<file path="config.mk">
export PLATFORM = sky130hd
export DESIGN_NAME = ovl_remap
export DESIGN_NICKNAME = d
export VERILOG_FILES = /design/src/rtl/ovl_pkg.sv /design/src/rtl/ovl_ctrl_reg.sv /design/src/rtl/ovl_decode.sv /design/src/rtl/ovl_pe_guard.sv /design/src/rtl/ovl_remap.sv
export SDC_FILE = /design/constraint.sdc
export NUM_CORES = 1
export LEC_CHECK = 0
export ABC_AREA = 1
export BUFFER_PORTS_ARGS = -buffer_cell sky130_fd_sc_hd__buf_2
export CAP_MARGIN = 20
export CORE_MARGIN = 1.5
export CORE_UTILIZATION = 37
export CTS_CLUSTER_DIAMETER = 40
export DETAILED_ROUTE_END_ITERATION = 8
export PLACE_DENSITY = 0.8
export SLEW_MARGIN = 40
export SYNTH_ARGS = -nofsm -noshare
export SYNTH_HDL_FRONTEND = slang
export SYNTH_SLANG_ARGS = --single-unit
</file>
<file path="constraint.sdc">
create_clock -name clk -period 1.5 [get_ports clk]
set_input_delay 0.3 -clock clk [delete_from_list [all_inputs] [get_ports clk]]
set_output_delay 0.3 -clock clk [all_outputs]
set_load 0.05 [all_outputs]
</file>
<file path="src/rtl/ovl_pkg.sv">
package ovl_pkg;
  localparam int OVL_SEL_W = 3;

  typedef struct packed {
    logic                 en;
    logic [OVL_SEL_W-1:0] sel;
  } ovl_cfg_t;

  localparam int OVL_CFG_W = $bits(ovl_cfg_t);
endpackage

</file>
<file path="src/rtl/ovl_ctrl_reg.sv">
module ovl_ctrl_reg
  import ovl_pkg::*;
(
  input  logic                 clk,
  input  logic                 rst_n,
  input  logic                 we,
  input  logic [OVL_CFG_W-1:0] wdata,
  output ovl_cfg_t             cfg,
  output logic [OVL_CFG_W-1:0] rdata
);
  ovl_cfg_t cfg_q;

  always_ff @(posedge clk or negedge rst_n) begin
    if (!rst_n) cfg_q <= '0;
    else if (we) cfg_q <= ovl_cfg_t'(wdata);
  end

  assign cfg   = cfg_q;
  assign rdata = cfg_q;

  // a write is visible on the read port after the edge
  p_cfg_load_r2: assert property (@(posedge clk) disable iff (!rst_n)
    we |=> rdata == $past(wdata));
  // without a write the register holds
  p_cfg_hold_r2: assert property (@(posedge clk) disable iff (!rst_n)
    !we |=> $stable(rdata));
endmodule

</file>
<file path="src/rtl/ovl_decode.sv">
module ovl_decode
  import ovl_pkg::*;
#(
  parameter int              ADDR_W     = 24,
  parameter int              BLK_AW     = 12,
  parameter logic [ADDR_W-1:0] FLASH_LAST = 24'h03FFFF,
  parameter logic [ADDR_W-1:0] RAM_FIRST  = 24'hFFDC00,
  parameter logic [ADDR_W-1:0] RAM_LAST   = 24'hFFFBFF,
  parameter logic [ADDR_W-1:0] WIN_BASE   = 24'hFFDC00
)(
  input  logic              cpu_req,
  input  logic [ADDR_W-1:0] cpu_addr,
  input  ovl_cfg_t          cfg,
  output logic              flash_cs,
  output logic              ram_cs,
  output logic [ADDR_W-1:0] mem_addr
);
  localparam int TOP_LSB = BLK_AW + OVL_SEL_W;

  logic              in_ovl_area;
  logic              blk_match;
  logic              hit;
  logic              in_flash;
  logic              in_ram;
  logic [ADDR_W-1:0] offset;

  always_comb begin
    in_ovl_area = (cpu_addr[ADDR_W-1:TOP_LSB] == '0);
    blk_match   = (cpu_addr[TOP_LSB-1:BLK_AW] == cfg.sel);
    hit         = cfg.en && in_ovl_area && blk_match;
    in_flash    = (cpu_addr <= FLASH_LAST);
    in_ram      = (cpu_addr >= RAM_FIRST) && (cpu_addr <= RAM_LAST);
    offset      = '0;
    offset[BLK_AW-1:0] = cpu_addr[BLK_AW-1:0];
    mem_addr    = hit ? (WIN_BASE + offset) : cpu_addr;
    ram_cs      = cpu_req && (hit || in_ram);
    flash_cs    = cpu_req && in_flash && !hit;
  end
endmodule

</file>
<file path="src/rtl/ovl_pe_guard.sv">
module ovl_pe_guard #(
  parameter int NUM_REQ = 2
)(
  input  logic               protect,
  input  logic [NUM_REQ-1:0] req,
  output logic [NUM_REQ-1:0] go
);
  for (genvar g = 0; g < NUM_REQ; g++) begin : g_gate
    assign go[g] = req[g] && !protect;
  end
endmodule

</file>
<file path="src/rtl/ovl_remap.sv">
module ovl_remap
  import ovl_pkg::*;
#(
  parameter int              ADDR_W     = 24,
  parameter int              BLK_AW     = 12,
  parameter logic [ADDR_W-1:0] FLASH_LAST = 24'h03FFFF,
  parameter logic [ADDR_W-1:0] RAM_FIRST  = 24'hFFDC00,
  parameter logic [ADDR_W-1:0] RAM_LAST   = 24'hFFFBFF,
  parameter logic [ADDR_W-1:0] WIN_BASE   = 24'hFFDC00
)(
  input  logic              clk,
  input  logic              rst_n,
  input  logic              cfg_we,
  input  logic [3:0]        cfg_wdata,
  output logic [3:0]        cfg_rdata,
  input  logic              cpu_req,
  input  logic [ADDR_W-1:0] cpu_addr,
  output logic              flash_cs,
  output logic              ram_cs,
  output logic [ADDR_W-1:0] mem_addr,
  input  logic              prog_req,
  input  logic              erase_req,
  output logic              prog_go,
  output logic              erase_go,
  output logic              emu_protect
);
  localparam int          BLK_SIZE = 1 << BLK_AW;
  localparam int          NUM_BLK  = 1 << OVL_SEL_W;
  localparam logic [ADDR_W-1:0] OVL_LAST = ADDR_W'(NUM_BLK * BLK_SIZE - 1);
  localparam logic [ADDR_W-1:0] WIN_LAST = WIN_BASE + ADDR_W'(BLK_SIZE - 1);

  ovl_cfg_t   cfg;
  logic [1:0] pe_go;

  ovl_ctrl_reg u_reg (
    .clk   (clk),
    .rst_n (rst_n),
    .we    (cfg_we),
    .wdata (cfg_wdata),
    .cfg   (cfg),
    .rdata (cfg_rdata)
  );

  ovl_decode #(
    .ADDR_W(ADDR_W), .BLK_AW(BLK_AW), .FLASH_LAST(FLASH_LAST),
    .RAM_FIRST(RAM_FIRST), .RAM_LAST(RAM_LAST), .WIN_BASE(WIN_BASE)
  ) u_dec (
    .cpu_req  (cpu_req),
    .cpu_addr (cpu_addr),
    .cfg      (cfg),
    .flash_cs (flash_cs),
    .ram_cs   (ram_cs),
    .mem_addr (mem_addr)
  );

  assign emu_protect = cfg.en;

  ovl_pe_guard #(.NUM_REQ(2)) u_guard (
    .protect (emu_protect),
    .req     ({erase_req, prog_req}),
    .go      (pe_go)
  );
  assign prog_go  = pe_go[0];
  assign erase_go = pe_go[1];

  // the two memories are never selected together, and nothing is selected without a request
  p_cs_excl_r9: assert property (@(posedge clk) disable iff (!rst_n)
    !(flash_cs && ram_cs));
  p_idle_r9: assert property (@(posedge clk) disable iff (!rst_n)
    !cpu_req |-> (!flash_cs && !ram_cs));
  // a remapped access lands inside the RAM window
  p_win_range_r3: assert property (@(posedge clk) disable iff (!rst_n)
    (cpu_req && (cpu_addr <= OVL_LAST) && ram_cs)
      |-> (mem_addr >= WIN_BASE) && (mem_addr <= WIN_LAST));
  // flash above the overlay area passes through
  p_high_flash_r6: assert property (@(posedge clk) disable iff (!rst_n)
    (cpu_req && (cpu_addr > OVL_LAST) && (cpu_addr <= FLASH_LAST))
      |-> (flash_cs && (mem_addr == cpu_addr)));
  // with the overlay released, every flash address goes to flash
  p_release_r7: assert property (@(posedge clk) disable iff (!rst_n)
    (!cfg_rdata[3] && cpu_req && (cpu_addr <= FLASH_LAST)) |-> flash_cs);
  // program and erase are blocked while protection is shown
  p_pe_block_r5: assert property (@(posedge clk) disable iff (!rst_n)
    emu_protect |-> (!prog_go && !erase_go));
  p_pe_pass_r5: assert property (@(posedge clk) disable iff (!rst_n)
    !emu_protect |-> ((prog_go == prog_req) && (erase_go == erase_req)));
endmodule

</file>
==> out/metrics.cfg <==
[status]
outcome = finished, violations left
violations = setup timing

[timing]
drv_slew = 0
rsz0062_at_grt = true
clock.fmax_mhz = 550
finalCritPeriodShare_pct = 121
finalCriticalPeriod_ns = 1.82
maxSlewHeadroom_pct = 83.2
setup_viol = 16
skew_ns = 0
worst_pin_slew_ns = 0.254
finalHoldViolations = 0
setup_ws_ns = -0.317

[yosys]
yosysWarningCount = 0
synth_top_cell_by_area = nand2_1
yosysUniqueCellTypes = 18
syn_avg_cell_area_um2 = 5.69
synth_area_um2 = 728
synth_nets = 165
ys_ff_latch = 4
yosysTopAreaCellShare_pct = 23.2
synthCells = 128
synthTopCellsByArea = nand2_1 (23%), dfrtp_1 (14%), inv_1 (12%), buf_4 (11%), nor2_1 (7.7%)
synth_seq_area_share_pct = 13.7

[final_layout]
multi_input_area_um2 = 576
postLayoutCoreUtil_pct = 82.5
syn2layout_area_growth_pct = 102
n_antenna_cell = 0
largest_reg_flops = 4
nFillCells = 106
drive_above_1_share_pct = 69.1
final-seq-area_um2 = 105
fin_nets = 243

[clocking]
clock-sinks = 4
htree_levels = 1
cts_max_path_buffers = 2
numCtsBuffers = 3
root_buffer = clkbuf_4
clk_pin_slew_ns = 0.04
clock_latency_ns = 0.23
cts_tree = yes

[worst_setup_path]
crit_fanout = 3
critPathKind = flip-flop to output pin
end_kind = output pin
worstPathRequired_ns = 1.20
critPathMostFrequentCell = nand2_2
crit_path_top_delay_cell = dfrtp_2
worstPathCellList = inv_2, nand2_2, nand2_2, nor2_4, nand4_1, nand2_2, clkinvlp_4, buf_8
cpPeakStageDelay_ns = 0.37
crit_arrival_ns = 1.52
cp-start-kind = flip-flop

[die]
die_h_um = 47.4
rows = 15
io_pins = 67
coreArea_um2 = 1780
die_x_um = 47.4
die_area_um2 = 2240
initial_core_util_pct = 40.8

[drt]
routed-via-count = 1037
ant_nets = 0
viasPerCell = 4.53
drt-pass1-iter-count = 4
drt_iter0_drc = 13
wl_per_cell_um = 11.8
drt_wl_total_um = 2700
drc = 0

[power]
p_per_area_nw_per_um2 = 536
p_leak_nw = 0.808
ir_drop_uv = 496
power_uw = 789

[grt]
grt_pass1_wl_um = 3570
grt_start_max_net_pins = 8
antenna_found_initial = 0
grt_usage_pct = 22.8
grt_pass1_vias = 950
grt_remaining_overflow = 0

[worst_hold_path]
hold_path.class = input pin to flip-flop

[placed_design]
io_buffer_count = 66
place_hpwl_um = 1830
gp_congestion = 0.739

[flow_run]
max-cap-violations = 0

[metrics by stage]
step / worst slack (ns) / hold WS (ns) / TNS, ns / cell area [um2] / instances
after detailed placement: -0.261 / 0.111 / -3.32 / 1220 / 223
after CTS: -0.298 / 0.268 / -4.13 / 1400 / 227
after global routing: -0.391 / 0.289 / -5.52 / 1470 / 229
after global placement: -0.222 / 0.105 / -2.89 / 1220 / 223
after floorplan: -0.170 / 0.00441 / -2.17 / 832 / 128
final: -0.317 / 0.274 / -4.51 / 1470 / 229
[final timing paths]
check	from	endpoint	slack, ns	cells past startpoint
max in group asynchronous	rst_n	u_reg.cfg[0]	0.96	2
max reg2reg	u_reg.cfg[3]	u_reg.cfg[3]	0.56	2
min reg2reg	u_reg.cfg[1]	u_reg.cfg[1]	0.59	2
min	cfg_wdata[2]	u_reg.cfg[2]	0.27	3
max	u_reg.cfg[0]	mem_addr[13]	-0.32	8
min in group asynchronous	rst_n	u_reg.cfg[3]	0.40	2
[area by class of cell]
cell class,count,area share (%)
timing repair buffer,85,42.9
multi-input combinational,86,39.1
sequential,4,7.14
inverter,26,7.14
tap,25,2.13
clock buffer,3,1.53
[where the power goes]
group / leakage, nW / internal, mW / switching [mW]
Clock: 0.0138 / 0.0894 / 0.0430
Combinational: 0.750 / 0.184 / 0.341
Sequential: 0.0437 / 0.121 / 0.0104
Total: 0.808 / 0.394 / 0.395
[per-layer routing]
layer	part of all wire (%)	global-route usage (%)	vias to the layer above	routed length, um
li1	-	-	520	-
met1	37	20.4	472	1000
met2	58	48.1	41	1570
met3	3.5	2.31	4	95
met4	1.1	11.1	0	31
met5	0	0	-	0
[worst max-delay path: cells and delay by family (launching register included)]
family                 cells  cell delay [ns]
and+or+nand+nor            5             0.63
DFF                        1             0.37
buffers and inverters      3             0.28
[Yosys cell counts]
| cell type | number |
|---|---|
| nand3_1 | 3 |
| nand4_1 | 3 |
| a21oi_1 | 1 |
| nor2_2 | 1 |
| inv_2 | 3 |
| nor2_1 | 15 |
| nand3_4 | 1 |
| buf_4 | 11 |
| nand2_2 | 4 |
| ha_1 | 3 |
| o21ai_0 | 4 |
| nand2_1 | 45 |
| nor2_4 | 4 |
| mux2_2 | 1 |
| nand3_2 | 1 |
| inv_1 | 23 |
| dfrtp_1 | 4 |
| buf_6 | 1 |
[kinds of logic after synthesis]
group                    count (synthesis)  synth area share [%]
AND/OR/NAND/NOR                         77                  49.8
flip-flops                               4                  13.7
multiplexers                             1                  1.55
AO/OA/AOI/OAI                            5                  3.44
adder cells (fa/ha/maj)                  3                  5.16
buffers and inverters                   38                  26.3
[cell usage in the layout, fill, tap and decap left out, drive strengths merged]
master        n
buf          84
nand2        49
inv          24
nor2         20
nand3         5
dfrtp         4
o21ai         4
nand4         3
ha            3
clkbuf        3
clkinvlp      2
a21oi         1
mux2          1
dlygate4sd3   1
[timing repair]
item	in CTS	in global routing
setup buffers	0	2
gates cloned	0	0
gates resized for setup	45	14
hold buffers	1	0
pin swaps	4	8
setup endpoints to repair	16	17
endpoints found under the hold margin	4	0
(Power assumes the default switching activity.)
